`config.mk`:
```
export PLATFORM = sky130hd
export DESIGN_NAME = zbus_reg_bank
export DESIGN_NICKNAME = d
export VERILOG_FILES = /design/src/rtl/zrb_sel_decode.sv /design/src/rtl/zrb_slot.sv /design/src/rtl/zrb_left_latch.sv /design/src/rtl/zbus_reg_bank.sv
export SDC_FILE = /design/constraint.sdc
export NUM_CORES = 1
export LEC_CHECK = 0
export ABC_AREA = 0
export BUFFER_PORTS_ARGS = -buffer_cell sky130_fd_sc_hd__buf_2
export CORE_MARGIN = 2
export CORE_UTILIZATION = 25
export DETAILED_ROUTE_END_ITERATION = 8
export GPL_ROUTABILITY_DRIVEN = 0
export GPL_TIMING_DRIVEN = 0
export SYNTH_ARGS = -nofsm -noshare
export SYNTH_HDL_FRONTEND = slang
export SYNTH_SLANG_ARGS = --single-unit
```
`constraint.sdc`:
```
create_clock -name clk -period 2.03 [get_ports clk]
set_input_delay 0.203 -clock clk [delete_from_list [all_inputs] [get_ports clk]]
set_output_delay 0.203 -clock clk [all_outputs]
set_load 0.05 [all_outputs]
```
`src/rtl/zrb_sel_decode.sv`:
```
`timescale 1ns/1ps
module zrb_sel_decode #(
  parameter int CODE_W = 3,
  parameter int SLOTS  = 5
) (
  input  logic [CODE_W-1:0] code,
  output logic [SLOTS-1:0]  onehot,
  output logic              hit
);
  // Code g+1 selects slot g; code 0 and codes above SLOTS select nothing.
  for (genvar g = 0; g < SLOTS; g++) begin : g_dec
    assign onehot[g] = (code == CODE_W'(g + 1));
  end

  assign hit = |onehot;
endmodule

```
`src/rtl/zrb_slot.sv`:
```
`timescale 1ns/1ps
module zrb_slot #(
  parameter int DATA_W = 8
) (
  input  logic              clk,
  input  logic              rst_n,
  input  logic              we,
  input  logic [DATA_W-1:0] d,
  output logic [DATA_W-1:0] q
);
  // Mid-cycle capture: falling edge of clk.
  always_ff @(negedge clk) begin
    if (!rst_n)  q <= '0;
    else if (we) q <= d;
  end
endmodule

```
`src/rtl/zrb_left_latch.sv`:
```
`timescale 1ns/1ps
module zrb_left_latch #(
  parameter int DATA_W = 8,
  parameter int SLOTS  = 5
) (
  input  logic                    clk,
  input  logic                    rst_n,
  input  logic [SLOTS-1:0]        rd_onehot,
  input  logic                    rd_hit,
  input  logic [DATA_W*SLOTS-1:0] regs_flat,
  output logic [DATA_W-1:0]       left_val,
  output logic                    left_vld
);
  logic [DATA_W-1:0] mux_out;

  // AND-OR mux: no select gives all zeros.
  always_comb begin
    mux_out = '0;
    for (int i = 0; i < SLOTS; i++)
      mux_out = mux_out | (regs_flat[i*DATA_W +: DATA_W] & {DATA_W{rd_onehot[i]}});
  end

  // Capture at mid-cycle so early select glitches never reach the output.
  always_ff @(negedge clk) begin
    if (!rst_n) begin
      left_val <= '0;
      left_vld <= 1'b0;
    end else begin
      left_val <= mux_out;
      left_vld <= rd_hit;
    end
  end
endmodule

```
`src/rtl/zbus_reg_bank.sv`:
```
`timescale 1ns/1ps
module zbus_reg_bank #(
  parameter int DATA_W = 8,
  parameter int SLOTS  = 5,
  parameter int CODE_W = 3
) (
  input  logic              clk,
  input  logic              rst_n,
  input  logic [DATA_W-1:0] z_bus,
  input  logic [CODE_W-1:0] wr_sel,
  input  logic [CODE_W-1:0] rd_sel,
  output logic [DATA_W-1:0] left_val,
  output logic              left_vld
);
  localparam int FLAT_W = DATA_W * SLOTS;

  // Named internal events, visible to the bound checker.
  logic [SLOTS-1:0]  wr_onehot;
  logic              wr_hit;
  logic [SLOTS-1:0]  rd_onehot;
  logic              rd_hit;
  logic [FLAT_W-1:0] regs_flat;

  zrb_sel_decode #(.CODE_W(CODE_W), .SLOTS(SLOTS)) u_wr_dec (
    .code(wr_sel), .onehot(wr_onehot), .hit(wr_hit)
  );

  zrb_sel_decode #(.CODE_W(CODE_W), .SLOTS(SLOTS)) u_rd_dec (
    .code(rd_sel), .onehot(rd_onehot), .hit(rd_hit)
  );

  for (genvar s = 0; s < SLOTS; s++) begin : g_slot
    zrb_slot #(.DATA_W(DATA_W)) u_slot (
      .clk  (clk),
      .rst_n(rst_n),
      .we   (wr_onehot[s]),
      .d    (z_bus),
      .q    (regs_flat[s*DATA_W +: DATA_W])
    );
  end

  zrb_left_latch #(.DATA_W(DATA_W), .SLOTS(SLOTS)) u_left (
    .clk      (clk),
    .rst_n    (rst_n),
    .rd_onehot(rd_onehot),
    .rd_hit   (rd_hit),
    .regs_flat(regs_flat),
    .left_val (left_val),
    .left_vld (left_vld)
  );
endmodule

```
======== Yosys cells after proc, flatten, opt, wreduce, memory -nomap -nowiden ========
Cells that the tools add are included.
word-level totals
  register bits ........................... 49
  output and inout port bits .............. 9
  logic and storage cells ................. 27
operators by class
  equal/unequal tests ..................... 10
  bitwise logic cells ..................... 9
  reduce and logical (&&, ||, !) cells .... 1
operator list
  cell                                                 number
  AND 8 bit                                            5
  bitwise OR 8 bit                                     4
  equality test 3 x 2 -> 1 bit, second input constant  4
  equality test 3 bit, second input constant           4
  equality test 3 x 1 -> 1 bit, second input constant  2
  OR reduction 5 bit                                   1

======== Logic depth before layout (Yosys ltp) ========
  depth in word-level cells ............... 6
  depth in mapped cells ................... 5

======== By module ========
From an unflattened synthesis, not the netlist that was laid out.
second synthesis, totals
  cell total of the unflattened synthesis .. 183
  area total of the unflattened synthesis .. 2048.2 sq um
by module, submodules not included
  module          instances  cells each  area an instance (sq um)  sequential area each (sq um)
  zrb_slot        5          26          305.3                     160.2
  zrb_left_latch  1          39          416.6                     180.2
  zrb_sel_decode  2          7           52.6                      0.0

==> results.yml <==
synth:
  yosysWarnings: 0
  synth_seq_cells: 49
  yosysUniqueCellTypes: 20
  synth_area_mm2: 0.002140
  syn_avg_cell_area_um2: 10.92
  syn_nets: 212
  synth_cells: 196
  synth-seq-area-share: 0.4585
outcome:
  status: "finished, violations left"
  violations: "negative setup slack"
placed_design:
  dpl.hpwl_mm: 3.061
  dp.cells: 323
  portBuffers: 22
  placed_area_mm2: 0.002381
detailed_routing:
  drc: 0
  wl_mm: 4.832
  first_pass_iters: 4
  ant_nets: 0
  via_count: 1631
  wl_per_cell_um: 12.75
  drtIter0Drc: 48
  via_per_inst: 4.303
floorplan:
  die_area_mm2: 0.009314
  core_mm2: 0.008258
  fp.dieH_um: 96.51
  rows: 33
  initial_core_util: 0.2591
  die_w_um: 96.51
  io_pins: 25
grt:
  grt_first_pass_wirelength_mm: 7.817
  grt.busiest_layer: "met2"
  use_met1: 0.1243
  grt_pass1_vias: 1755
  grtUsageMet2: 0.1800
  track_usage: 0.1121
  antenna_found_initial: 0
  grt_max_degree: 15
  grt_overflow: 0
  grt_use_met3: 0.05120
pwr:
  ir_worst_vdd_mv: 0.3320
  p_sw_frac: 0.3209
  internal_power_w: 0.001472
  pwr-share-comb: 0.108
  power.density_mw_per_mm2: 793.9
  total_power_w: 0.002168
  seq_power_share: 0.471
  power_leakage_nw: 1.281
  pwr-share-clk: 0.421
  power.switching_w: 0.0006959
clock_network:
  root_buffer: "clkbuf_8"
  cts_buffers: 5
  htreeDepth: 2
  cts_tree: "done"
  worstSkewPairLatency_ns: 0.36
  cts.sinks: 49
  clk_path_buf_depth: 2
  cts.clk_slew.worst_paths_ns: 0.04
timing:
  rsz0062_at_grt: "yes"
  slew_violations: 0
  tightest_slew_ns: 0.4693
  setup_slack_ns: -0.02834
  slew_headroom: 0.6871
  hold_violations: 0
  tns_ns: -0.04921
  setup_viol: 5
  worst_clock_skew_ns: 0.01117
worst_setup_path:
  end_kind: "output port"
  path_max_fanout: 1
  critPathSlowestCell: "dfxtp_2"
  crit_family: "flip-flops"
  crit_arrival_ns: 1.86
  cp.required_ns: 1.83
  critPathKind: "reg -> out"
  start_kind: "register"
  crit_path_max_incr_delay_ns: 0.33
  crit_chain: "buf_6"
  path_buf_inv: 1
final_layout:
  nNetsFinal: 289
  fin_area_mm2: 0.002731
  area_growth_pct: 27.66
  drive_above_1_share: 0.1934
  fin_util: 0.3308
  diodes: 0
  fin_cells: 379
run:
  cap_violations: 0
min_path:
  hp-class: "reg -> reg"
[routing by layer]
metal,vias up,part of all wire
met1,769,0.46
met3,4,0.047
li1,827,-
met2,31,0.49
met4,0,0.0043
met5,-,0
[logic make-up (layout without fill, tap and decap cells)]
kind of cell,Yosys count,count (layout),synth area share
muxes,57,57,0.2673
and+or+nand+nor,52,52,0.1591
DFF,49,49,0.4585
AOI/OAI and AO/OA,22,22,0.06433
buffers and inverters,16,94,0.05087
[worst min-delay path: stages (launching register included)]
cell and delay, ns:
dfxtp_1 0.31, mux2i_1 0.06, nor2b_1 0.09
[worst paths after layout]
path                                           start                                 end  slack, ns  cells past startpoint
setup / recovery       u_left.left_val[3]$_SDFF_NN0_                         left_val[3]      -0.03                      1
hold / removal    g_slot[3].u_slot.q[0]$_SDFFE_NN0N_  g_slot[3].u_slot.q[0]$_SDFFE_NN0N_       0.51                      2
setup reg to reg  g_slot[2].u_slot.q[7]$_SDFFE_NN0N_       u_left.left_val[7]$_SDFF_NN0_       1.15                      3
hold reg to reg   g_slot[3].u_slot.q[0]$_SDFFE_NN0N_  g_slot[3].u_slot.q[0]$_SDFFE_NN0N_       0.51                      2
[cells in the mapped netlist (all sizes together)]
cell	n	area share
dfxtp	49	0.46
inv	1	0.0018
nor2b	40	0.12
mux2	1	0.0053
buf	10	0.040
a211o	7	0.029
nand3b	3	0.012
nor3b	3	0.018
clkbuf	5	0.0088
nor2	1	0.0018
nor3	1	0.0023
mux2i	56	0.26
a21oi	7	0.016
nand2	3	0.0053
nand2b	1	0.0029
o22ai	1	0.0029
o21ai	7	0.016
[power groups by stage]
stage | Sequential (W) | Combinational (W) | Clock (W)
after floorplan | 0.00105 | 0.000131 | 0.000150
after global placement | 0.00103 | 0.000222 | 0.000150
after detailed placement | 0.00103 | 0.000224 | 0.000150
after CTS | 0.00102 | 0.000234 | 0.000968
after global routing | 0.00102 | 0.000254 | 0.00107
final | 0.00102 | 0.000233 | 0.000914
[metrics by stage]
step / hold WS, ns / setup WS, ns
after global routing: 0.5339 / -0.06038
after detailed placement: 0.5000 / -0.2131
final: 0.5087 / -0.02834
after floorplan: 0.4819 / 0.05602
after global placement: 0.4962 / -0.2114
after CTS: 0.5133 / -0.04246
[cell type report]
class                   instances  area (um^2)
clock buffers                   5        68.82
repair buffers                 22        185.2
fillers                       890         5527
well taps                     105        131.4
flip-flops and latches         49        992.2
clock inverters                52        198.9
multi-input cells             131         1050
plain buffers                  15        105.1
[registers in the layout, summed over array words and instances (netlist names)]
name	count
g_slot.u_slot.q	40
u_left.left_vld	1
u_left.left_val	8
[cell usage in the layout (no fill, tap or decap), types with 7 or more instances in the layout]
cell type and count:
a211o_1 7, a21oi_1 7, buf_2 16, buf_6 9, dfxtp_1 40, dfxtp_2 9, inv_1 50, mux2i_1 56
nor2b_1 40, o21ai_0 7
[what timing repair did]
action,4_1_cts,5_1_grt
buffers inserted,0,0
endpoints found under the hold margin,0,0
setup endpoints to repair,9,9
gates resized for setup,29,3
hold buffers,0,0
Power figures use the tool's default switching activity.
